===== src/rtl/pgmem_pkg.sv =====
package pgmem_pkg;

  // Which 8K window of the bottom 16K an address falls in
  typedef enum logic [1:0] {
    RG_NONE = 2'd0,
    RG_LOW  = 2'd1,
    RG_HIGH = 2'd2
  } region_e;

  // Active memory map chosen from the control bits and the paging flag
  typedef enum logic [1:0] {
    MODE_OFF    = 2'd0,
    MODE_FORCE  = 2'd1,
    MODE_SYSRAM = 2'd2,
    MODE_ROM    = 2'd3
  } map_mode_e;

endpackage


===== src/rtl/pgmem_ctrl_reg.sv =====
module pgmem_ctrl_reg #(
  parameter int ADDR_W = 16,
  parameter int DATA_W = 8,
  parameter int BANK_W = 2,
  parameter int PORT_W = 8,
  parameter logic [PORT_W-1:0] CTRL_PORT = 8'hE3
) (
  input  logic              clk,
  input  logic              por_n,
  input  logic              rst_n,
  input  logic [ADDR_W-1:0] cpu_addr,
  input  logic [DATA_W-1:0] cpu_wdata,
  input  logic              io_wr,
  output logic              force_o,
  output logic              sticky_o,
  output logic [BANK_W-1:0] bank_o
);

  localparam int FORCE_BIT  = DATA_W - 1;
  localparam int STICKY_BIT = DATA_W - 2;
  localparam int RSVD_LO    = BANK_W;
  localparam int RSVD_HI    = STICKY_BIT - 1;

  // Only the low address byte takes part in the port match
  function automatic logic port_match(input logic [ADDR_W-1:0] a);
    return a[PORT_W-1:0] == CTRL_PORT;
  endfunction

  logic              ctrl_hit;
  logic              load_en;
  logic              force_q;
  logic              sticky_q;
  logic [BANK_W-1:0] bank_q;
  logic              unused_upper_addr;
  logic              unused_rsvd_bits;

  assign ctrl_hit = io_wr && port_match(cpu_addr);
  assign load_en  = ctrl_hit && rst_n;

  assign unused_upper_addr = ^cpu_addr[ADDR_W-1:PORT_W];
  assign unused_rsvd_bits  = ^cpu_wdata[RSVD_HI:RSVD_LO];

  always_ff @(posedge clk or negedge por_n) begin
    if (!por_n) begin
      force_q  <= 1'b0;
      sticky_q <= 1'b0;
      bank_q   <= '0;
    end else begin
      if (!rst_n) begin
        force_q <= 1'b0;
        bank_q  <= '0;
      end else if (load_en) begin
        force_q <= cpu_wdata[FORCE_BIT];
        bank_q  <= cpu_wdata[BANK_W-1:0];
      end
      // sticky bit: set-only until power-on
      if (load_en && cpu_wdata[STICKY_BIT]) begin
        sticky_q <= 1'b1;
      end
    end
  end

  assign force_o  = force_q;
  assign sticky_o = sticky_q;
  assign bank_o   = bank_q;


  sticky_hold_chk: assert property (@(posedge clk) disable iff (!por_n)
    sticky_q |=> sticky_q);


  soft_reset_clr_chk: assert property (@(posedge clk) disable iff (!por_n)
    !rst_n |=> (!force_q && bank_q == '0));


  no_stray_load_chk: assert property (@(posedge clk) disable iff (!por_n)
    (rst_n && !ctrl_hit) |=> ($stable(force_q) && $stable(bank_q)));


  port_load_chk: assert property (@(posedge clk) disable iff (!por_n)
    (rst_n && ctrl_hit) |=> (force_q == $past(cpu_wdata[FORCE_BIT])
                             && bank_q == $past(cpu_wdata[BANK_W-1:0])));

endmodule


===== src/rtl/pgmem_mode_sel.sv =====
module pgmem_mode_sel
  import pgmem_pkg::*;
(
  input  logic      force_map,
  input  logic      sticky,
  input  logic      paged_in,
  output map_mode_e mode
);

  // Force-map outranks the paging flag; the sticky bit picks the low window
  function automatic map_mode_e pick_mode(input logic f, input logic s,
                                          input logic p);
    if (f)      return MODE_FORCE;
    else if (!p) return MODE_OFF;
    else if (s) return MODE_SYSRAM;
    else        return MODE_ROM;
  endfunction

  assign mode = pick_mode(force_map, sticky, paged_in);

endmodule


===== src/rtl/pgmem_addr_map.sv =====
module pgmem_addr_map
  import pgmem_pkg::*;
#(
  parameter int ADDR_W   = 16,
  parameter int PAGE_W   = 13,
  parameter int BANK_W   = 2,
  parameter int SYS_BANK = 3
) (
  input  logic              clk,
  input  logic              por_n,
  input  logic [ADDR_W-1:0] cpu_addr,
  input  logic              mem_rd,
  input  logic              mem_wr,
  input  logic              wp_fitted,
  input  map_mode_e         mode,
  input  logic [BANK_W-1:0] bank_sel,
  output logic              rom_cs,
  output logic              ram_cs,
  output logic [BANK_W-1:0] ram_bank,
  output logic              mem_we,
  output logic              host_rom_off
);

  localparam int WIN_TOP = PAGE_W + 1;
  localparam logic [BANK_W-1:0] SYS_ID = BANK_W'(SYS_BANK);

  function automatic region_e region_of(input logic [ADDR_W-1:0] a);
    if (a[ADDR_W-1:WIN_TOP] != '0) return RG_NONE;
    else if (a[PAGE_W])            return RG_HIGH;
    else                           return RG_LOW;
  endfunction

  function automatic logic is_sys(input logic [BANK_W-1:0] b);
    return b == SYS_ID;
  endfunction

  region_e           region;
  logic              strobe;
  logic              sel_rom;
  logic              sel_ram;
  logic [BANK_W-1:0] sel_bank;
  logic              wr_ok;

  assign region = region_of(cpu_addr);
  assign strobe = mem_rd || mem_wr;

  always_comb begin
    sel_rom  = 1'b0;
    sel_ram  = 1'b0;
    sel_bank = '0;
    wr_ok    = 1'b0;
    unique case (mode)
      MODE_FORCE: begin
        if (region == RG_LOW) begin
          sel_rom = 1'b1;
          wr_ok   = !wp_fitted;
        end else if (region == RG_HIGH) begin
          sel_ram  = 1'b1;
          sel_bank = bank_sel;
          wr_ok    = 1'b1;
        end
      end
      MODE_SYSRAM: begin
        if (region == RG_LOW) begin
          sel_ram  = 1'b1;
          sel_bank = SYS_ID;
        end else if (region == RG_HIGH) begin
          sel_ram  = 1'b1;
          sel_bank = bank_sel;
          wr_ok    = !is_sys(bank_sel);
        end
      end
      MODE_ROM: begin
        if (region == RG_LOW) begin
          sel_rom = 1'b1;
        end else if (region == RG_HIGH) begin
          sel_ram  = 1'b1;
          sel_bank = bank_sel;
          wr_ok    = 1'b1;
        end
      end
      default: begin
      end
    endcase
  end

  assign rom_cs       = sel_rom && strobe;
  assign ram_cs       = sel_ram && strobe;
  assign ram_bank     = ram_cs ? sel_bank : '0;
  assign mem_we       = (rom_cs || ram_cs) && mem_wr && wr_ok;
  assign host_rom_off = strobe && (sel_rom || sel_ram);


  no_high_sel_chk: assert property (@(posedge clk) disable iff (!por_n)
    (cpu_addr[ADDR_W-1:WIN_TOP] != '0) |-> (!rom_cs && !ram_cs && !host_rom_off));


  strobe_gate_chk: assert property (@(posedge clk) disable iff (!por_n)
    (rom_cs || ram_cs || mem_we) |-> (mem_rd || mem_wr));


  rom_we_chk: assert property (@(posedge clk) disable iff (!por_n)
    (rom_cs && mem_we) |-> (mode == MODE_FORCE && !wp_fitted && mem_wr));


  sys_bank_we_chk: assert property (@(posedge clk) disable iff (!por_n)
    (ram_cs && mem_we && ram_bank == SYS_ID) |-> (mode != MODE_SYSRAM || region == RG_HIGH && !is_sys(bank_sel) ));


  sysram_low_chk: assert property (@(posedge clk) disable iff (!por_n)
    (mode == MODE_SYSRAM && cpu_addr < ADDR_W'(1 << PAGE_W) && strobe)
      |-> (ram_cs && ram_bank == SYS_ID && !mem_we));


  excl_cs_chk: assert property (@(posedge clk) disable iff (!por_n)
    !(rom_cs && ram_cs) && (host_rom_off == (rom_cs || ram_cs)));

endmodule


===== src/rtl/pgmem_decode.sv =====
module pgmem_decode
  import pgmem_pkg::*;
#(
  parameter int ADDR_W   = 16,
  parameter int DATA_W   = 8,
  parameter int PAGE_W   = 13,
  parameter int BANK_W   = 2,
  parameter int SYS_BANK = 3
) (
  input  logic              clk,
  input  logic              por_n,
  input  logic              rst_n,
  input  logic [ADDR_W-1:0] cpu_addr,
  input  logic [DATA_W-1:0] cpu_wdata,
  input  logic              io_wr,
  input  logic              mem_rd,
  input  logic              mem_wr,
  input  logic              paged_in,
  input  logic              wp_fitted,
  output logic              rom_cs,
  output logic              ram_cs,
  output logic [BANK_W-1:0] ram_bank,
  output logic              mem_we,
  output logic              host_rom_off
);

  logic              force_map;
  logic              sticky;
  logic [BANK_W-1:0] bank_sel;
  map_mode_e         mode;

  pgmem_ctrl_reg #(
    .ADDR_W (ADDR_W),
    .DATA_W (DATA_W),
    .BANK_W (BANK_W)
  ) u_ctrl (
    .clk       (clk),
    .por_n     (por_n),
    .rst_n     (rst_n),
    .cpu_addr  (cpu_addr),
    .cpu_wdata (cpu_wdata),
    .io_wr     (io_wr),
    .force_o   (force_map),
    .sticky_o  (sticky),
    .bank_o    (bank_sel)
  );

  pgmem_mode_sel u_mode (
    .force_map (force_map),
    .sticky    (sticky),
    .paged_in  (paged_in),
    .mode      (mode)
  );

  pgmem_addr_map #(
    .ADDR_W   (ADDR_W),
    .PAGE_W   (PAGE_W),
    .BANK_W   (BANK_W),
    .SYS_BANK (SYS_BANK)
  ) u_map (
    .clk          (clk),
    .por_n        (por_n),
    .cpu_addr     (cpu_addr),
    .mem_rd       (mem_rd),
    .mem_wr       (mem_wr),
    .wp_fitted    (wp_fitted),
    .mode         (mode),
    .bank_sel     (bank_sel),
    .rom_cs       (rom_cs),
    .ram_cs       (ram_cs),
    .ram_bank     (ram_bank),
    .mem_we       (mem_we),
    .host_rom_off (host_rom_off)
  );


  force_low_chk: assert property (@(posedge clk) disable iff (!por_n)
    (force_map && cpu_addr[ADDR_W-1:PAGE_W] == '0 && (mem_rd || mem_wr))
      |-> (rom_cs && host_rom_off));


  off_no_sel_chk: assert property (@(posedge clk) disable iff (!por_n)
    (!force_map && !paged_in) |-> (!rom_cs && !ram_cs && !host_rom_off));

endmodule


===== config.mk =====
export PLATFORM = sky130hd
export DESIGN_NAME = pgmem_decode
export DESIGN_NICKNAME = d
export VERILOG_FILES = /design/src/rtl/pgmem_pkg.sv /design/src/rtl/pgmem_ctrl_reg.sv /design/src/rtl/pgmem_mode_sel.sv /design/src/rtl/pgmem_addr_map.sv /design/src/rtl/pgmem_decode.sv
export SDC_FILE = /design/constraint.sdc
export NUM_CORES = 1
export LEC_CHECK = 0
export ABC_AREA = 0
export BUFFER_PORTS_ARGS = -buffer_cell sky130_fd_sc_hd__buf_2
export CAP_MARGIN = 10
export CELL_PAD_IN_SITES_DETAIL_PLACEMENT = 1
export CELL_PAD_IN_SITES_GLOBAL_PLACEMENT = 1
export CORE_MARGIN = 3
export CORE_UTILIZATION = 20
export CTS_CLUSTER_SIZE = 10
export DETAILED_ROUTE_END_ITERATION = 6
export GPL_TIMING_DRIVEN = 0
export PLACE_DENSITY = 0.73
export RECOVER_POWER = 25
export SLEW_MARGIN = 10
export SYNTH_ARGS = -nofsm -noshare
export SYNTH_HDL_FRONTEND = slang
export SYNTH_HIERARCHICAL = 1
export SYNTH_SLANG_ARGS = --single-unit

===== constraint.sdc =====
create_clock -name clk -period 1.2 [get_ports clk]
set_input_delay 0.06 -clock clk [delete_from_list [all_inputs] [get_ports clk]]
set_output_delay 0.06 -clock clk [all_outputs]
set_load 0.01 [all_outputs]

* After elaboration in Yosys (flattened, before gate mapping) *
Index checks and enable logic that the tools add are counted.

storage, ports and cells
  bits in registers = 4
  word-level logic and storage cells = 50

operators by class
  equality and inequality tests = 8
  multiplexer cells = 24
  reduce and logical (&&, ||, !) cells = 15

operator list
  kind                                                 number
  two-way mux 2 bit                                    10
  two-way mux 1 bit                                    11
  equality test 2 bit, second input constant           4
  equality test 8 bit, second input constant           1
  logical AND 1 bit                                    8
  equality test 2 x 1 -> 1 bit, second input constant  2
  one-hot mux 2 bit (2 select lines)                   1
  logical OR 1 bit                                     3
  one-hot mux 1 bit (3 select lines)                   1
  logical NOT 1 bit                                    2
  != test 2 x 1 -> 1 bit, second input constant        1
  one-hot mux 1 bit (2 select lines)                   1
  nonzero test 2 bit                                   1
  OR reduction 2 bit                                   1

* Longest topological paths before layout *
Gate-level depths: netlist of run 1.

  word-level depth = 10
  mapped depth = 4

* Cells and area by module *
Netlist of run 1, hierarchy kept.

modules (own cells, without submodules)
  module          instances  cells each  area an instance (um^2)  sequential area each (um^2)
  pgmem_ctrl_reg  1          18          206.4                    100.1
  pgmem_addr_map  1          16          115.1                    0.0
  pgmem_mode_sel  1          3           17.5                     0.0

* Worst setup path before layout of run 1 *
Ideal clock, no wire load.

  path type = reg-to-output
  from = register u_ctrl.sticky_q (netlist: u_ctrl/sticky_o)
  to = output port ram_bank[0]
  arrival = 1.212 ns
  data required time = 1.140 ns
  setup slack = -0.072 ns
  stages on the path, launching flop included = 5
  cells stage by stage = dfrtp_1 -> inv_1 -> a21o_1 -> or2_1 -> a2111oi_2

on the way
  word-level cells in the longest chain between the ends = 8
  elaborated cells between the ends (all ways) = 11
  classes of those cells = 3 x eq/ne; 6 x mux; 2 x reduce/logical

RTL lines
  what                                                                 line                  RTL
  start, declared                                                      pgmem_ctrl_reg.sv:32  logic sticky_q;
  start signal, assigned                                               pgmem_ctrl_reg.sv:46  sticky_q <= 1'b0;
  start signal, assigned                                               pgmem_ctrl_reg.sv:58  sticky_q <= 1'b1;
  two-way mux 1 bit *                                                  pgmem_mode_sel.sv:15  else if (s) return MODE_SYSRAM;
  two-way mux 2 bit *                                                  pgmem_mode_sel.sv:14  else if (!p) return MODE_OFF;
  two-way mux 2 bit *                                                  pgmem_mode_sel.sv:13  if (f) return MODE_FORCE;
  via mode[0]                                                          pgmem_decode.sv:30    map_mode_e mode;
  equality test 2 x 1 -> 1 bit or equality test 2 bit (tied branches)  pgmem_addr_map.sv:52  unique case (mode)
  OR reduction 2 bit (no source line)                                  -
  one-hot mux 1 bit (2 select lines)                                   pgmem_addr_map.sv:52
  logical AND 1 bit                                                    pgmem_addr_map.sv:88  assign ram_cs = sel_ram && strobe;
  two-way mux 2 bit *                                                  pgmem_addr_map.sv:89  assign ram_bank = ram_cs ? sel_bank : '0;
  end, declared                                                        pgmem_decode.sv:22    output logic [BANK_W-1:0] ram_bank,

Mark *: on every way through the listed nets, which the timed path passes. The rest lies on a longest branch.

* Worst setup path in the final report of run 1 *
  from = register u_ctrl.sticky_q (netlist: u_ctrl/sticky_o)
  to = output port ram_cs

on the way
  word-level cells in the longest chain between the ends = 7
  elaborated cells between the ends (all ways) = 9
  classes of those cells = 3 x eq/ne; 4 x mux; 2 x reduce/logical

RTL lines
  what                                                                 line                  RTL
  two-way mux 1 bit *                                                  pgmem_mode_sel.sv:15
  two-way mux 2 bit *                                                  pgmem_mode_sel.sv:14
  two-way mux 2 bit *                                                  pgmem_mode_sel.sv:13
  via mode[0]                                                          pgmem_decode.sv:30
  equality test 2 x 1 -> 1 bit or equality test 2 bit (tied branches)  pgmem_addr_map.sv:52
  OR reduction 2 bit (no source line)                                  -
  one-hot mux 1 bit (2 select lines) *                                 pgmem_addr_map.sv:52
  logical AND 1 bit *                                                  pgmem_addr_map.sv:88
  end, declared                                                        pgmem_decode.sv:21    output logic ram_cs,

Marks and branches as above.

==> flow_summary.ini, run 1 <==
[worst_setup_path]
worstPathRequired_ns = 1.14
worstReg2RegStart = u_ctrl/force_o
slowest_delay_ns = 0.34
critPathLaunchType = register
critPathCaptureType = output port
worstPathCellList = inv_1, a21o_1, buf_4, buf_4, nor2b_2, nor4_1, buf_2
rrSetupSlack_ns = 0.33
reg2reg_to = u_ctrl/force_o
crit_family = buffers and inverters
cpMostUsedCell = buf_4
r2r_cells = 4
cp.arrival_ns = 1.54
critPathSlowestCell = dfrtp_1
crit_buf_inv = 4
crit_fanout = 2
crit_type = register to output port

[layout]
multi_input_area_um2 = 294
mostFrequentLayoutCells = buf_2 (27), nand2_1 (8), buf_4 (5)
regArea_um2 = 100
final_util_pct = 40.9
n_antenna_cell = 0
drive_gt1_share_pct = 65.3
syn_to_final_growth_pct = 88.2
nFillCells = 193
nets = 109
mostFrequentLayoutCell = buf_2

[clock_network]
root_buffer = clkbuf_4
clockBufferDepth = 2
cts-buffers-inserted = 3
clkTransAtPathRegs_ns = 0.04
cts_sinks = 4
tritoncts = yes
clock_tree.htree_level_count = 1
clk_latency_ns = 0.24

[placed_design]
post-place-ws_ns = -0.250
gp_congestion = 0.596
dp_hpwl_um = 991
port_buffers = 28

[global_route]
grt-ovfl-total = 0
grt_first_pass_wirelength_um = 1850
grtUsageTotal_pct = 13.0
grt_start_max_net_pins = 8
antenna_found_initial = 0
grt_pass1_vias = 445

[floorplanning]
core_um2 = 1560
die_x_um = 47.2
top_level_ports = 38
num_rows = 14
fp.dieH_um = 47.2
initial_core_util_pct = 21.7
dieArea_um2 = 2230

[sta]
clock_skew_ns = 0
setup_violations = 6
rsz0062_at_grt = yes
fin_ws_ns = -0.396
fin_crit_sh_pct = 133
slew_violations = 0
hold_viol = 0
tightest_slew_ns = 0.622
max_freq_mhz = 627
slew_headroom_pct = 58.4
timing.final.crit_period_ns = 1.60

[run_status]
violations = setup timing
status = complete, but fails checks

[hold_path]
hp-class = input port to register
hp-start = cpu_wdata[6]
min_to = u_ctrl/sticky_o
holdPathStages = 2

[yosys]
netlist-cell-type-count = 21
synth_fp_nets = 69
synth_edf_count = 0
ys.flop_type = dfrtp_1
yosys.area.top_type_share_pct = 29.5
yosys_warnings = 6
synth_area_leader_cell = dfrtp_1
ys_top_cells_by_area = dfrtp_1 (30%), mux2i_1 (8.9%), a2111oi_2 (8.9%), nand2_1 (8.9%), nor3_4 (4.8%)
syn_area_um2 = 339
postSynthAreaPerCell_um2 = 9.16
synth_cells = 37
ys_seq_area_share_pct = 29.5
synth_seq_cells = 4
async_flop_share_pct = 100

[detailed_routing]
vias_per_cell = 4.71
drtPass1Iterations = 2
wl_per_cell_um = 14.2
ant_nets = 0
drtIter0Drc = 1
num_vias = 429
drc = 0
wl_um = 1290

[pwr]
power_frac_seq_pct = 31.2
intPower_w = 0.000315
combPwrFrac_pct = 28.5
power.density_nw_per_um2 = 689
power_switching_w = 0.000125
swShare_pct = 28.4
ir_drop_uv = 213
clkPwrFrac_pct = 40.3
p_leak_nw = 0.310

[job]
maxCapViolCount = 0
routing by layer:
layer	global-route usage, %	routed length, um
met1	12.6	477
met2	23.0	762
met3	4.60	52
met4	8.29	0
met5	0	0
logic make-up (layout without fill, tap and decap cells):
family                 Yosys count  after routing  synth area share (%)
multiplexers                     3              3                  8.86
flip-flops                       4              4                  29.5
AO/OA/AOI/OAI                    7              7                  21.4
AND/OR/NAND/NOR                 22             22                  39.1
buffers and inverters            1             39                  1.11
sequential cells by signal (all words and copies together), names as in the netlist:
| name | cells |
|---|---|
| u_ctrl/bank_o | 2 |
| u_ctrl/force_o | 1 |
| u_ctrl/sticky_o | 1 |
power groups by stage:
stage          combinational, W  sequential [W]  clock (W)
3_3_place_gp           0.000100        0.000139          0
4_1_cts                0.000124        0.000137   0.000186
5_1_grt                0.000137        0.000137   0.000198
6_report               0.000126        0.000137   0.000177
3_5_place_dp           0.000104        0.000139          0
2_1_floorplan         0.0000473        0.000139          0
cell type report:
type / instances / share of cell area (%)
Tap cell: 16 / 3.14
Sequential cell: 4 / 15.7
Timing Repair Buffer: 35 / 31.0
Clock buffer: 3 / 3.53
Inverter: 1 / 0.588
Multi-Input combinational cell: 32 / 46.1
per-stage QoR:
stage / instance area (um^2) / total power, W / std cells / hold slack, ns / TNS [ns]
floorplan: 364 / 0.000186 / 37 / -0.236 / -0.0896
global placement: 524 / 0.000239 / 81 / -0.132 / -0.528
detailed placement: 524 / 0.000243 / 81 / -0.124 / -0.691
CTS: 619 / 0.000447 / 90 / 0.0504 / -2.18
global route: 638 / 0.000472 / 91 / 0.0755 / -2.64
finish: 638 / 0.000440 / 91 / 0.0588 / -2.23
worst max-delay path by stage:
stage	end	slack (ns)	from	depth (start not counted)
3_3_place_gp	ram_bank[0]	-0.20	u_ctrl/force_o	4
3_5_place_dp	ram_bank[1]	-0.25	u_ctrl/force_o	4
2_1_floorplan	ram_bank[0]	-0.04	u_ctrl/sticky_o	4
4_1_cts	ram_bank[1]	-0.41	u_ctrl/force_o	4
5_1_grt	ram_bank[0]	-0.47	u_ctrl/force_o	4
6_report	ram_cs	-0.40	u_ctrl/sticky_o	7
cells in the mapped netlist (2+ instances only):
master	instances
dfrtp_1	4
nand2_1	8
nor2b_1	2
a2111oi_2	2
mux2i_1	3
nor2_1	3
timing repair:
| action | 4_1_cts | 5_1_grt |
|---|---|---|
| resized for setup | 8 | 3 |
| endpoints found under the hold margin | 4 | 0 |
| setup endpoints to repair | 6 | 6 |
| buffers inserted | 5 | 1 |
| pin swaps | 2 | 2 |
| hold buffers | 1 | 0 |
No activity file was read; power rests on OpenSTA's default activity.
==> run 2: changes to the inputs <==
Settings changed: GPL_TIMING_DRIVEN 0 to not set.
==> run 2 against run 1 <==
Net effect: the run still ends with setup timing left; critical path depth shrank 3; setup slack improved by 0.015 ns; core utilization is 0.32 points lower; via count is 2.1% lower; worst hold slack worse by 0.0077 ns; design area fell by 0.78%; sequential share of layout area rose by 0.12 points; first-iteration DRC count rose to 3.0 times the previous value; register-to-register slack gained 0.09 ns; critical path type unchanged; largest cell class unchanged; largest power group unchanged.
==> flow_summary.ini, run 2 (synthesis results as in run 1) <==
[run_status]
status = complete, but fails checks
violations = setup timing

[layout]
mostFrequentLayoutCell = buf_2
mostFrequentLayoutCells = buf_2 (27), nand2_1 (8), buf_4 (5)
final_util_pct = 40.6
nets = 108
syn_to_final_growth_pct = 86.7
largest_reg_flops = 2
n_antenna_cell = 0
drive_gt1_share_pct = 66.2

[sta]
clock_skew_ns = 0
rsz0062_at_grt = yes
slew_headroom_pct = 82.5
max_freq_mhz = 633
timing.hold.ws_ns = 0.0511
fin_crit_sh_pct = 132
slew_violations = 0
hold_viol = 0
fin_ws_ns = -0.380
tightest_slew_ns = 0.262
timing.final.crit_period_ns = 1.58
setup_violations = 6
finalSetupTns_ns = -1.70

[detailed_routing]
vias_per_cell = 4.67
drtPass1Iterations = 4
num_vias = 420
ant_nets = 0
drc = 0
wl_per_cell_um = 12.6
wl_um = 1130
drtIter0Drc = 3

[floorplanning]
initial_core_util_pct = 21.7
top_level_ports = 38
die_x_um = 47.2
num_rows = 14
core_um2 = 1560
fp.dieH_um = 47.2
dieArea_um2 = 2230

[worst_setup_path]
crit_type = register to output port
worstPathRequired_ns = 1.14
critPathLaunchType = register
slowest_delay_ns = 0.38
crit_buf_inv = 1
critPathCaptureType = output port
worstPathCellList = a21o_1, or2_4, a2111oi_4, buf_2
cp.arrival_ns = 1.52
critPathSlowestCell = dfrtp_1
crit_family = compound AO/OA/AOI/OAI gates
crit_fanout = 3

[clock_network]
root_buffer = clkbuf_4
tritoncts = yes
cts_sinks = 4
cts-buffers-inserted = 3
clk_latency_ns = 0.24
clockBufferDepth = 2
clkTransAtPathRegs_ns = 0.04
clock_tree.htree_level_count = 1

[global_route]
grt_first_pass_wirelength_um = 1690
grt_start_max_net_pins = 8
antenna_found_initial = 0
grt_pass1_vias = 399
grt-ovfl-total = 0
grtUsageTotal_pct = 12.0

[job]
maxCapViolCount = 0

[hold_path]
hp-class = input port to register

[pwr]
p_leak_nw = 0.305
ir_drop_uv = 252
power.density_nw_per_um2 = 690

[placed_design]
dp_hpwl_um = 946
port_buffers = 28
gp_congestion = 0.689
-- run 2: final timing paths --
kind / start / slack [ns] / endpoint / depth (start not counted)
worst max register to register: u_ctrl/sticky_o / 0.42 / u_ctrl/sticky_o / 2
worst max-delay path: u_ctrl/force_o / -0.38 / ram_bank[0] / 4
max in group asynchronous: por_n / 0.82 / u_ctrl/bank_o[0] / 2
min in group asynchronous: por_n / 0.18 / u_ctrl/sticky_o / 2
worst min register to register: u_ctrl/sticky_o / 0.55 / u_ctrl/sticky_o / 2
worst min-delay path: cpu_wdata[6] / 0.05 / u_ctrl/sticky_o / 2
-- run 2: repair_timing --
item	4_1_cts	5_1_grt
hold endpoints to repair	4	0
hold buffers	1	0
endpoints found under the setup margin	6	6
cloned	0	0
pin swaps	3	1
buffers inserted	1	1
resized for setup	8	3
-- run 2: power by group --
part | leakage [nW] | total [W] | switching, W | internal (W)
clock network | 0.0138 | 0.000175 | 0.0000622 | 0.000112
logic | 0.235 | 0.000125 | 0.0000584 | 0.0000664
registers | 0.0558 | 0.000137 | 0.000000532 | 0.000137
total | 0.305 | 0.000437 | 0.000121 | 0.000315
-- run 2: metrics by stage --
| stage | power (W) | cells | worst slack [ns] | cell area [um^2] |
|---|---|---|---|---|
| 6_report | 0.000437 | 90 | -0.380 | 633 |
| 5_1_grt | 0.000467 | 90 | -0.452 | 633 |
| 3_3_place_gp | 0.000249 | 85 | -0.148 | 554 |
| 2_1_floorplan | 0.000186 | 37 | -0.0448 | 364 |
| 3_5_place_dp | 0.000252 | 85 | -0.189 | 554 |
| 4_1_cts | 0.000443 | 90 | -0.401 | 621 |
-- run 2: cell type report --
class	instances	area (um^2)
Sequential cell	4	100
Tap cell	16	20.0
Timing Repair Buffer	34	186
Inverter	1	3.75
Fill cell	207	926
Clock buffer	3	22.5
Multi-Input combinational cell	32	300
-- run 2: metal layers --
layer	wire [um]	GRT usage (%)
met3	69	6.90
met2	605	17.6
met4	33	8.29
met1	425	12.9
met5	0	0
